[config.mk]
export PLATFORM = sky130hd
export DESIGN_NAME = byte_lane_rotator
export DESIGN_NICKNAME = d
export VERILOG_FILES = /design/src/rtl/byte_lane_rotator_pkg.sv /design/src/rtl/blr_mode_decode.sv /design/src/rtl/blr_word_reg.sv /design/src/rtl/blr_lane_pick.sv /design/src/rtl/byte_lane_rotator.sv
export SDC_FILE = /design/constraint.sdc
export NUM_CORES = 1
export LEC_CHECK = 0
export CAP_MARGIN = 20
export CORE_ASPECT_RATIO = 1.25
export CORE_MARGIN = 2
export CORE_UTILIZATION = 50
export CTS_CLUSTER_SIZE = 8
export DETAILED_ROUTE_END_ITERATION = 6
export PLACE_DENSITY = 0.87
export SYNTH_ARGS = -nofsm -noshare
export SYNTH_HDL_FRONTEND = slang
export SYNTH_SLANG_ARGS = --single-unit
[constraint.sdc]
create_clock -name clk -period 25.6 [get_ports clk]
set_clock_uncertainty 0.1 [all_clocks]
set_input_delay 7.68 -clock clk [delete_from_list [all_inputs] [get_ports clk]]
set_output_delay 7.68 -clock clk [all_outputs]
set_load 0.01 [all_outputs]
[src/rtl/byte_lane_rotator_pkg.sv]
package byte_lane_rotator_pkg;
   typedef enum logic [2:0] {
      PIX_NONE = 3'd0,
      PIX_4    = 3'd1,
      PIX_8    = 3'd2,
      PIX_15   = 3'd3,
      PIX_16   = 3'd4,
      PIX_24   = 3'd5,
      PIX_32   = 3'd6
   } pix_depth_e;

   typedef struct packed {
      logic last_pel;
      logic x_dir;
      logic y_dir;
      logic rot24;
   } walk_flags_t;

   localparam int NUM_WORDS = 3;
   localparam int W_FG = 0;
   localparam int W_BG = 1;
   localparam int W_MK = 2;
endpackage

[src/rtl/blr_mode_decode.sv]
module blr_mode_decode
   import byte_lane_rotator_pkg::*;
(
   input  logic [2:0]  depth_i,
   input  walk_flags_t flags_i,
   output logic        lane_mode_o,
   output logic        rot_mode_o
);
   pix_depth_e depth;
   logic       is24;

   always_comb begin
      depth       = pix_depth_e'(depth_i);
      is24        = (depth == PIX_24);
      lane_mode_o = flags_i.last_pel & flags_i.x_dir & flags_i.y_dir & flags_i.rot24;
      rot_mode_o  = is24 & ~lane_mode_o;
   end
endmodule

[src/rtl/blr_word_reg.sv]
module blr_word_reg #(
   parameter int DATA_W = 32,
   parameter int LANE_W = 8,
   parameter int LANES  = 3
) (
   input  logic              clk,
   input  logic              rst_n,
   input  logic              ld_i,
   input  logic [DATA_W-1:0] ld_val_i,
   input  logic              rot_i,
   output logic [DATA_W-1:0] q_o
);
   localparam int KEEP_W = (LANES - 1) * LANE_W;
   localparam logic [DATA_W-1:0] KEEP_MASK = {DATA_W{1'b1}} >> (DATA_W - KEEP_W);

   logic [DATA_W-1:0] rot_val;

   always_comb begin
      rot_val = ((q_o >> LANE_W) & KEEP_MASK) | (q_o << KEEP_W);
   end

   always_ff @(posedge clk) begin
      if (!rst_n)
         q_o <= '0;
      else if (ld_i)
         q_o <= ld_val_i;
      else if (rot_i)
         q_o <= rot_val;
   end
endmodule

[src/rtl/blr_lane_pick.sv]
module blr_lane_pick #(
   parameter int DATA_W = 32,
   parameter int LANE_W = 8,
   parameter int LANES  = 3,
   parameter int CNT_W  = 15
) (
   input  logic [DATA_W-1:0] word_i,
   input  logic [CNT_W-1:0]  count_i,
   output logic [DATA_W-1:0] lane_o
);
   logic [LANE_W-1:0] lanes [LANES];
   logic [CNT_W-1:0]  rem;

   for (genvar g = 0; g < LANES; g++) begin : g_lane
      assign lanes[g] = word_i[g*LANE_W +: LANE_W];
   end

   assign rem = count_i % CNT_W'(LANES);

   always_comb begin
      lane_o = '0;
      for (int i = 0; i < LANES; i++) begin
         if (rem == CNT_W'(LANES - 1 - i))
            lane_o[LANE_W-1:0] = lanes[i];
      end
   end
endmodule

[src/rtl/byte_lane_rotator.sv]
module byte_lane_rotator
   import byte_lane_rotator_pkg::*;
#(
   parameter int DATA_W = 32,
   parameter int LANE_W = 8,
   parameter int LANES  = 3,
   parameter int CNT_W  = 15
) (
   input  logic              clk,
   input  logic              rst_n,
   input  logic              load_i,
   input  logic [DATA_W-1:0] fg_i,
   input  logic [DATA_W-1:0] bg_i,
   input  logic [DATA_W-1:0] wmask_i,
   input  logic [2:0]        depth_i,
   input  logic              last_pel_i,
   input  logic              x_dir_i,
   input  logic              y_dir_i,
   input  logic              rot24_i,
   input  logic              start_i,
   input  logic              step_i,
   input  logic [CNT_W-1:0]  count_i,
   output logic [DATA_W-1:0] fg_o,
   output logic [DATA_W-1:0] bg_o,
   output logic [DATA_W-1:0] wmask_o,
   output logic              busy_o
);
   if (LANE_W < 1 || LANES < 2) begin : g_bad_lanes
      $error("byte_lane_rotator: need LANE_W >= 1 and LANES >= 2");
   end
   if (DATA_W < LANES * LANE_W) begin : g_bad_width
      $error("byte_lane_rotator: DATA_W must hold LANES*LANE_W bits");
   end
   if (CNT_W < 2) begin : g_bad_cnt
      $error("byte_lane_rotator: CNT_W must be at least 2");
   end

   walk_flags_t flags;
   logic        lane_mode;
   logic        rot_mode;
   logic        ld_en;
   logic        rot_en;
   logic        last_step;
   logic [NUM_WORDS-1:0][DATA_W-1:0] words_in;
   logic [NUM_WORDS-1:0][DATA_W-1:0] words_q;
   logic [1:0][DATA_W-1:0]           picked;

   assign flags = '{last_pel: last_pel_i, x_dir: x_dir_i, y_dir: y_dir_i, rot24: rot24_i};

   blr_mode_decode u_dec (
      .depth_i     (depth_i),
      .flags_i     (flags),
      .lane_mode_o (lane_mode),
      .rot_mode_o  (rot_mode)
   );

   assign ld_en     = load_i & ~busy_o;
   assign rot_en    = busy_o & step_i & rot_mode;
   assign last_step = busy_o & step_i & (count_i <= CNT_W'(1));

   assign words_in[W_FG] = fg_i;
   assign words_in[W_BG] = bg_i;
   assign words_in[W_MK] = wmask_i;

   for (genvar w = 0; w < NUM_WORDS; w++) begin : g_word
      blr_word_reg #(
         .DATA_W (DATA_W),
         .LANE_W (LANE_W),
         .LANES  (LANES)
      ) u_reg (
         .clk      (clk),
         .rst_n    (rst_n),
         .ld_i     (ld_en),
         .ld_val_i (words_in[w]),
         .rot_i    (rot_en),
         .q_o      (words_q[w])
      );
   end

   for (genvar c = 0; c < 2; c++) begin : g_pick
      blr_lane_pick #(
         .DATA_W (DATA_W),
         .LANE_W (LANE_W),
         .LANES  (LANES),
         .CNT_W  (CNT_W)
      ) u_pick (
         .word_i  (words_q[c]),
         .count_i (count_i),
         .lane_o  (picked[c])
      );
   end

   always_ff @(posedge clk) begin
      if (!rst_n)
         busy_o <= 1'b0;
      else if (!busy_o && start_i)
         busy_o <= 1'b1;
      else if (last_step)
         busy_o <= 1'b0;
   end

   always_comb begin
      fg_o    = lane_mode ? picked[W_FG] : words_q[W_FG];
      bg_o    = lane_mode ? picked[W_BG] : words_q[W_BG];
      wmask_o = words_q[W_MK];
   end
endmodule

Yosys cells after proc, flatten, opt, wreduce, memory -nomap -nowiden
Cells that the tools add are included.
{ "word_totals": {"reg_bits": 97, "out_inout_bits": 97, "elab_cells": 43} }
{ "op_classes": {"div_mod_pow": 1, "magnitude_cmp": 1, "n_eq_ne": 3, "mux": 16, "bitwise": 13, "n_reduce_logical": 5} }
{ "op_table": {"columns": ["cell", "n"], "rows": [
  ["$mux W32", 8],
  ["$or A16 B32 Y32", 3],
  ["$mux W8", 6],
  ["$eq A15 B1 Y1 const B", 1],
  ["$eq A15 B2 Y1 const B", 1],
  ["$le A15 B1 Y1 const B", 1],
  ["$logic_not A15 Y1", 1],
  ["$mod A15 B2 Y15 const B", 1],
  ["$and A1 B1 Y1", 8],
  ["$reduce_bool A2 Y1", 2],
  ["$eq A3 B3 Y1 const B", 1],
  ["$mux W1", 2],
  ["$not A1 Y1", 2],
  ["$logic_and A1 B1 Y1", 1],
  ["$logic_not A1 Y1", 1]
]} }

Depth between registers and ports, before layout
{ "depth": {"word_depth": 8, "mapped_depth": 24, "mapped_depth_nobuf": 20} }

Modules after synthesis
A second synthesis with hierarchy kept.
{ "hier_totals": {"hier_cells": 1039, "area_unflattened_um2": 9728.1} }
{ "modules_own_cells": {"columns": ["mod", "instances", "cells_per_inst", "area_per_inst_um2", "seq_area_each_um2"], "rows": [
  ["blr_word_reg", 3, 150, 1636.6, 640.6],
  ["blr_lane_pick", 2, 253, 1820.5, 0.0],
  ["byte_lane_rotator", 1, 80, 1152.4, 20.0],
  ["blr_mode_decode", 1, 3, 25.0, 0.0]
]} }

Worst setup path after synthesis
Ideal clock, no wire load.
{ "synth_path": {"path_type": "input-to-output", "from": "in count_i[10]", "to": "out bg_o[0]", "t_arrival_ns": 11.822, "required_time_ns": 17.820, "slack_ns": 5.998, "stages": 23, "path_cell_list": "buf_6 -> or4b_1 -> mux2i_1 -> o22ai_1 -> and3_1 -> buf_6 -> o22a_1 -> and4_1 -> buf_2 -> nor2_1 -> buf_2 -> a311oi_1 -> a21oi_1 -> nand2_1 -> ha_1 -> nor3_1 -> and3_1 -> o311a_1 -> o211a_1 -> a31o_4 -> a41oi_4 -> buf_12 -> o221ai_2"} }
{ "synth_via": {"elab_chain_cells": 6, "word_cells_on_any_way": 8, "cone_classes": "div: 1; eq/ne: 2; mux: 4; reduce/logical: 1"} }
{ "synth_lines": {"columns": ["item", "line", "rtl"], "rows": [
  ["start, declared", "byte_lane_rotator.sv:22", "input logic [CNT_W-1:0] count_i,"],
  ["$mod A15 B2 Y15 (*)", "blr_lane_pick.sv:18", "assign rem = count_i % CNT_W'(LANES);"],
  ["$eq A15 B2 Y1", "blr_lane_pick.sv:23", "if (rem == CNT_W'(LANES - 1 - i))"],
  ["$mux W8 (2 in series)", "blr_lane_pick.sv:23", null],
  ["$mux W8 (*)", "blr_lane_pick.sv:23", null],
  ["$mux W32 (*)", "byte_lane_rotator.sv:104", "bg_o = lane_mode ? picked[W_BG] : words_q[W_BG];"],
  ["end, declared", "byte_lane_rotator.sv:24", "output logic [DATA_W-1:0] bg_o,"]
]} }
Mark *: on every way between the ends. The rest lies on a longest branch, timed or not.

Final worst setup path
{ "layout_path": {"from": "in count_i[14]", "to": "out fg_o[5]"} }
{ "layout_via": {"elab_chain_cells": 6, "word_cells_on_any_way": 8, "cone_classes": "div: 1; eq/ne: 2; mux: 4; reduce/logical: 1"} }
{ "layout_lines": {"columns": ["item", "line", "rtl"], "rows": [
  ["$mod A15 B2 Y15 (*)", "blr_lane_pick.sv:18", null],
  ["$eq A15 B2 Y1", "blr_lane_pick.sv:23", null],
  ["$mux W8 (2 in series)", "blr_lane_pick.sv:23", null],
  ["$mux W8 (*)", "blr_lane_pick.sv:23", null],
  ["$mux W32 (*)", "byte_lane_rotator.sv:103", "fg_o = lane_mode ? picked[W_FG] : words_q[W_FG];"],
  ["end, declared", "byte_lane_rotator.sv:23", "output logic [DATA_W-1:0] fg_o,"]
]} }
Marks and branches as above.

==> impl_metrics.ini <==
[logic_synthesis]
asyncSetResetFlopFracSynth_pct = 0
net_count_synth = 926
synthesis.area_um2 = 6530
sequential_area_share_after_synthesis_pct = 29.8
synth_top_area_cells = sky130_fd_sc_hd__dfxtp_1 (30%), sky130_fd_sc_hd__o211a_1 (15%), sky130_fd_sc_hd__nand2_1 (6.7%)
synth_adder_area_share_pct = 0.383
synth_compound_area_share_pct = 36.3
post_synthesis_cell_count = 801
synth_top_cell_area_share_pct = 29.8
post_synth.cell_area_avg_um2 = 8.15
synth_top_family_by_area = compound AO/OA/AOI/OAI gates
post_synth_mux_area_share_pct = 3.14
synth_flop_cell = sky130_fd_sc_hd__dfxtp_1
synth_seq_cells = 97
yosys.area_share.simple_pct = 22.2
synth_xor_area_share_pct = 0.805
yosys.area.top_type = sky130_fd_sc_hd__dfxtp_1
synth.lib_cells_used.distinct = 77
yosysWarnings = 0
synth_enable_flop_cells = 0

[global_route]
grt_util_all_layers_pct = 29.4
overflow = 0
grt_pass1_vias = 6545
grt_max_degree = 125
number_of_antenna_violations_at_the_first_check_in_global_routing = 1
grt_first_pass_wirelength_um = 33400

[layout]
multi_input_comb_area_um2 = 4120
area_delta_synth_final_pct = 37.7
register_area_um2 = 1940
layout.cells.most_common_list = sky130_fd_sc_hd__clkdlybuf4s50_1 (218), sky130_fd_sc_hd__nand2_1 (116), sky130_fd_sc_hd__o211a_1 (97), sky130_fd_sc_hd__dfxtp_1 (97), sky130_fd_sc_hd__a21oi_1 (63)
filler_cell_count = 993
final_util_pct = 70.7
mostFrequentLayoutCell = sky130_fd_sc_hd__clkdlybuf4s50_1
drive_gt1_share_pct = 6.07
nNetsFinal = 1092

[cts]
post-cts-setup-buffer-count = 0
htree_num_levels = 3
cts_root_buffer = sky130_fd_sc_hd__clkbuf_16
clockBufferDepth = 2
cts.repair.resized = 0
worst_setup_hold_path_clk_slew_ns = 0.07
tritoncts_sinks = 97
cts_tree = built
holdBufCountCts = 0
clock_buffer_count_from_cts = 9
clock_latency_on_the_worst_skew_pair_ns = 0.35

[sta]
tightest_slew_ns = 1.05
final-hold-violation-count = 0
setup_tns_ns = 0
timing.fmax_mhz = 46.4
report.final.slew_viol_count = 0
layout_worst_path_cycle_share_pct = 84.3
max_slew_headroom_pct = 30.3
tmin_final_ns = 21.57
rsz0062_at_grt = false
hold_ws_ns = 0.392
setup_violations = 0

[detailed_routing]
drt_drc_violations_left = 0
via_count = 6844
post_detailed_route_count_of_antenna_violating_nets = 0
drtIter0Drc = 428
routed_wirelength_um = 20900
drtPass1Iterations = 5
route.detailed.wl_per_inst_um = 18.4
route.detailed.vias_per_inst = 6.00

[pwr]
cellPowerDensity_nw_per_um2 = 52.2
worst_ir_drop_vdd_v = 0.0000471
net-switching-power_mw = 0.151
switching_share_pct = 32.2
power.clock.fraction_pct = 30.0
power.internal_mw = 0.318
power.sequential.fraction_pct = 36.9
comb_power_share_pct = 33.1
leakagePower_nw = 4.21

[worst_setup_path]
cp_top_family = simple AND/OR/NAND/NOR gates
crit-reg2reg-capture = g_word[0].u_reg.q_o[22]$_SDFFE_PN0P_
worst-setup-path-type = primary input to primary output
timing.critical_path.slowest_cell_delay_ns = 0.71
critical_path_depth = 20
crit_slowest_cell = sky130_fd_sc_hd__a211oi_4
worstPathCellList = clkdlybuf4s50_1, or4_1, a21oi_1, o22ai_1, and3_1, o22a_1, and4_1, nor2_1, a31oi_1, o211ai_1, nand2_1, inv_1, ha_1, inv_1, a41oi_1, o22ai_1, a211oi_4, nand3b_4, o221ai_1, clkdlybuf4s50_1
setup.worst_path.end = fg_o[5]
crit_path_end_kind = primary output
timing.reg2reg.setup_slack_ns = 22.08
setup.worst_path.start = count_i[14]
crit_required_ns = 17.82
worst-path-max-fanout = 17
timing.critical_path.arrival_ns = 13.79
r2r_start = busy_o$_SDFFE_PN0P_
critPathLaunchType = primary input
critPathBufInv = 4
r2r_cells = 7

[floorplan]
design.die.area_um2 = 14000
io_pins = 220
core_area_um2 = 12700
die_span_x_um = 106
die_height_um = 132
floorplan.initialDensity_pct = 51.3
fp-row-count = 46

[flow_run]
max_cap_viol_count = 0

[status]
status = complete, no violations

[place]
post-dp-hpwl_um = 14700
place_congestion = 0.942
port_buffers = 219

[worst_hold_path]
worst_hold_path_type = flop to flop
-- metrics by stage --
step | worst slack [ns] | total power, mW | cell area, µm² | std cells
floorplan | 6.00 | 0.266 | 6530 | 801
global placement | 4.29 | 0.328 | 8670 | 1123
detailed placement | 4.09 | 0.329 | 8670 | 1123
CTS | 4.08 | 0.470 | 8970 | 1139
global route | 3.58 | 0.491 | 8990 | 1141
finish | 4.03 | 0.469 | 8990 | 1141
-- cell usage after synthesis (2+ instances only) --
library cell and instances:
sky130_fd_sc_hd__o211ai_1 36, sky130_fd_sc_hd__nand2_1 116, sky130_fd_sc_hd__nor2b_1 29, sky130_fd_sc_hd__ha_1 2, sky130_fd_sc_hd__a21oi_1 63, sky130_fd_sc_hd__and4_1 2
sky130_fd_sc_hd__o211ai_2 2, sky130_fd_sc_hd__buf_2 7, sky130_fd_sc_hd__o21ai_0 10, sky130_fd_sc_hd__o22ai_1 4, sky130_fd_sc_hd__nor3_1 8, sky130_fd_sc_hd__o21a_1 2
sky130_fd_sc_hd__and2_1 52, sky130_fd_sc_hd__or3_1 3, sky130_fd_sc_hd__nand3_1 26, sky130_fd_sc_hd__or4_1 2, sky130_fd_sc_hd__o211a_1 97, sky130_fd_sc_hd__xnor2_1 3
sky130_fd_sc_hd__buf_6 3, sky130_fd_sc_hd__nand4_1 4, sky130_fd_sc_hd__nand4b_1 2, sky130_fd_sc_hd__dfxtp_1 97, sky130_fd_sc_hd__a31oi_1 5, sky130_fd_sc_hd__mux2i_1 19
sky130_fd_sc_hd__buf_1 2, sky130_fd_sc_hd__a211o_1 2, sky130_fd_sc_hd__o221ai_1 8, sky130_fd_sc_hd__xor2_1 3, sky130_fd_sc_hd__inv_1 47, sky130_fd_sc_hd__o2111a_2 2
sky130_fd_sc_hd__o221ai_2 11, sky130_fd_sc_hd__nor4_1 5, sky130_fd_sc_hd__o21bai_1 3, sky130_fd_sc_hd__nor2_1 19, sky130_fd_sc_hd__a31o_2 3, sky130_fd_sc_hd__clkbuf_1 56
sky130_fd_sc_hd__and3_1 5, sky130_fd_sc_hd__o22a_1 2
-- worst reg2reg max path, delay by kind of cell (launching register included) --
| family | cells | cell delay, ns |
|---|---|---|
| and+or+nand+nor | 1 | 0.11 |
| buffers and inverters | 3 | 1.80 |
| DFF | 1 | 0.37 |
| AOI/OAI and AO/OA | 3 | 1.02 |
-- logic make-up after synthesis --
family | count (synthesis)
xor+xnor | 6
simple gates | 284
flops | 97
mux | 20
fa+ha+maj | 2
buf+inv | 116
compound gates | 276
-- state kept, by name, indices dropped and copies added (netlist names) --
signal / cells
busy_o: 1
g_word.u_reg.q_o: 96
-- power groups by stage --
stage / Clock [mW] / Combinational, mW / Sequential (mW)
floorplan: 0 / 0.0906 / 0.176
detailed placement: 0 / 0.153 / 0.176
finish: 0.141 / 0.155 / 0.173
global route: 0.149 / 0.168 / 0.175
global placement: 0 / 0.152 / 0.176
CTS: 0.143 / 0.154 / 0.173
-- cell type report --
type	instances	share of cell area (%)
Antenna cell	1	0.0278
Clock buffer	9	2.51
Clock inverter	7	0.849
Inverter	47	1.96
Multi-Input combinational cell	588	45.8
Sequential cell	97	21.6
Tap cell	168	2.34
Timing Repair Buffer	224	24.9
-- per-layer routing --
layer	routed length, µm	vias to the layer above	GRT usage [%]
met4	786	0	12.4
met5	0	-	0
met1	8320	3222	34.6
li1	-	3285	-
met2	10100	286	49.6
met3	1720	51	8.45
-- how the worst min path moves through the flow --
stage	start	end	slack, ns	depth (start not counted)
floorplan	g_word[0].u_reg.q_o[24]$_SDFFE_PN0P_	g_word[0].u_reg.q_o[24]$_SDFFE_PN0P_	0.36	1
global placement	g_word[1].u_reg.q_o[24]$_SDFFE_PN0P_	g_word[1].u_reg.q_o[24]$_SDFFE_PN0P_	0.37	1
detailed placement	g_word[0].u_reg.q_o[24]$_SDFFE_PN0P_	g_word[0].u_reg.q_o[24]$_SDFFE_PN0P_	0.38	1
CTS	g_word[1].u_reg.q_o[26]$_SDFFE_PN0P_	g_word[1].u_reg.q_o[26]$_SDFFE_PN0P_	0.39	1
global route	g_word[0].u_reg.q_o[28]$_SDFFE_PN0P_	g_word[0].u_reg.q_o[28]$_SDFFE_PN0P_	0.41	1
finish	g_word[1].u_reg.q_o[26]$_SDFFE_PN0P_	g_word[1].u_reg.q_o[26]$_SDFFE_PN0P_	0.39	1
No activity file was read; power rests on OpenSTA's default activity.
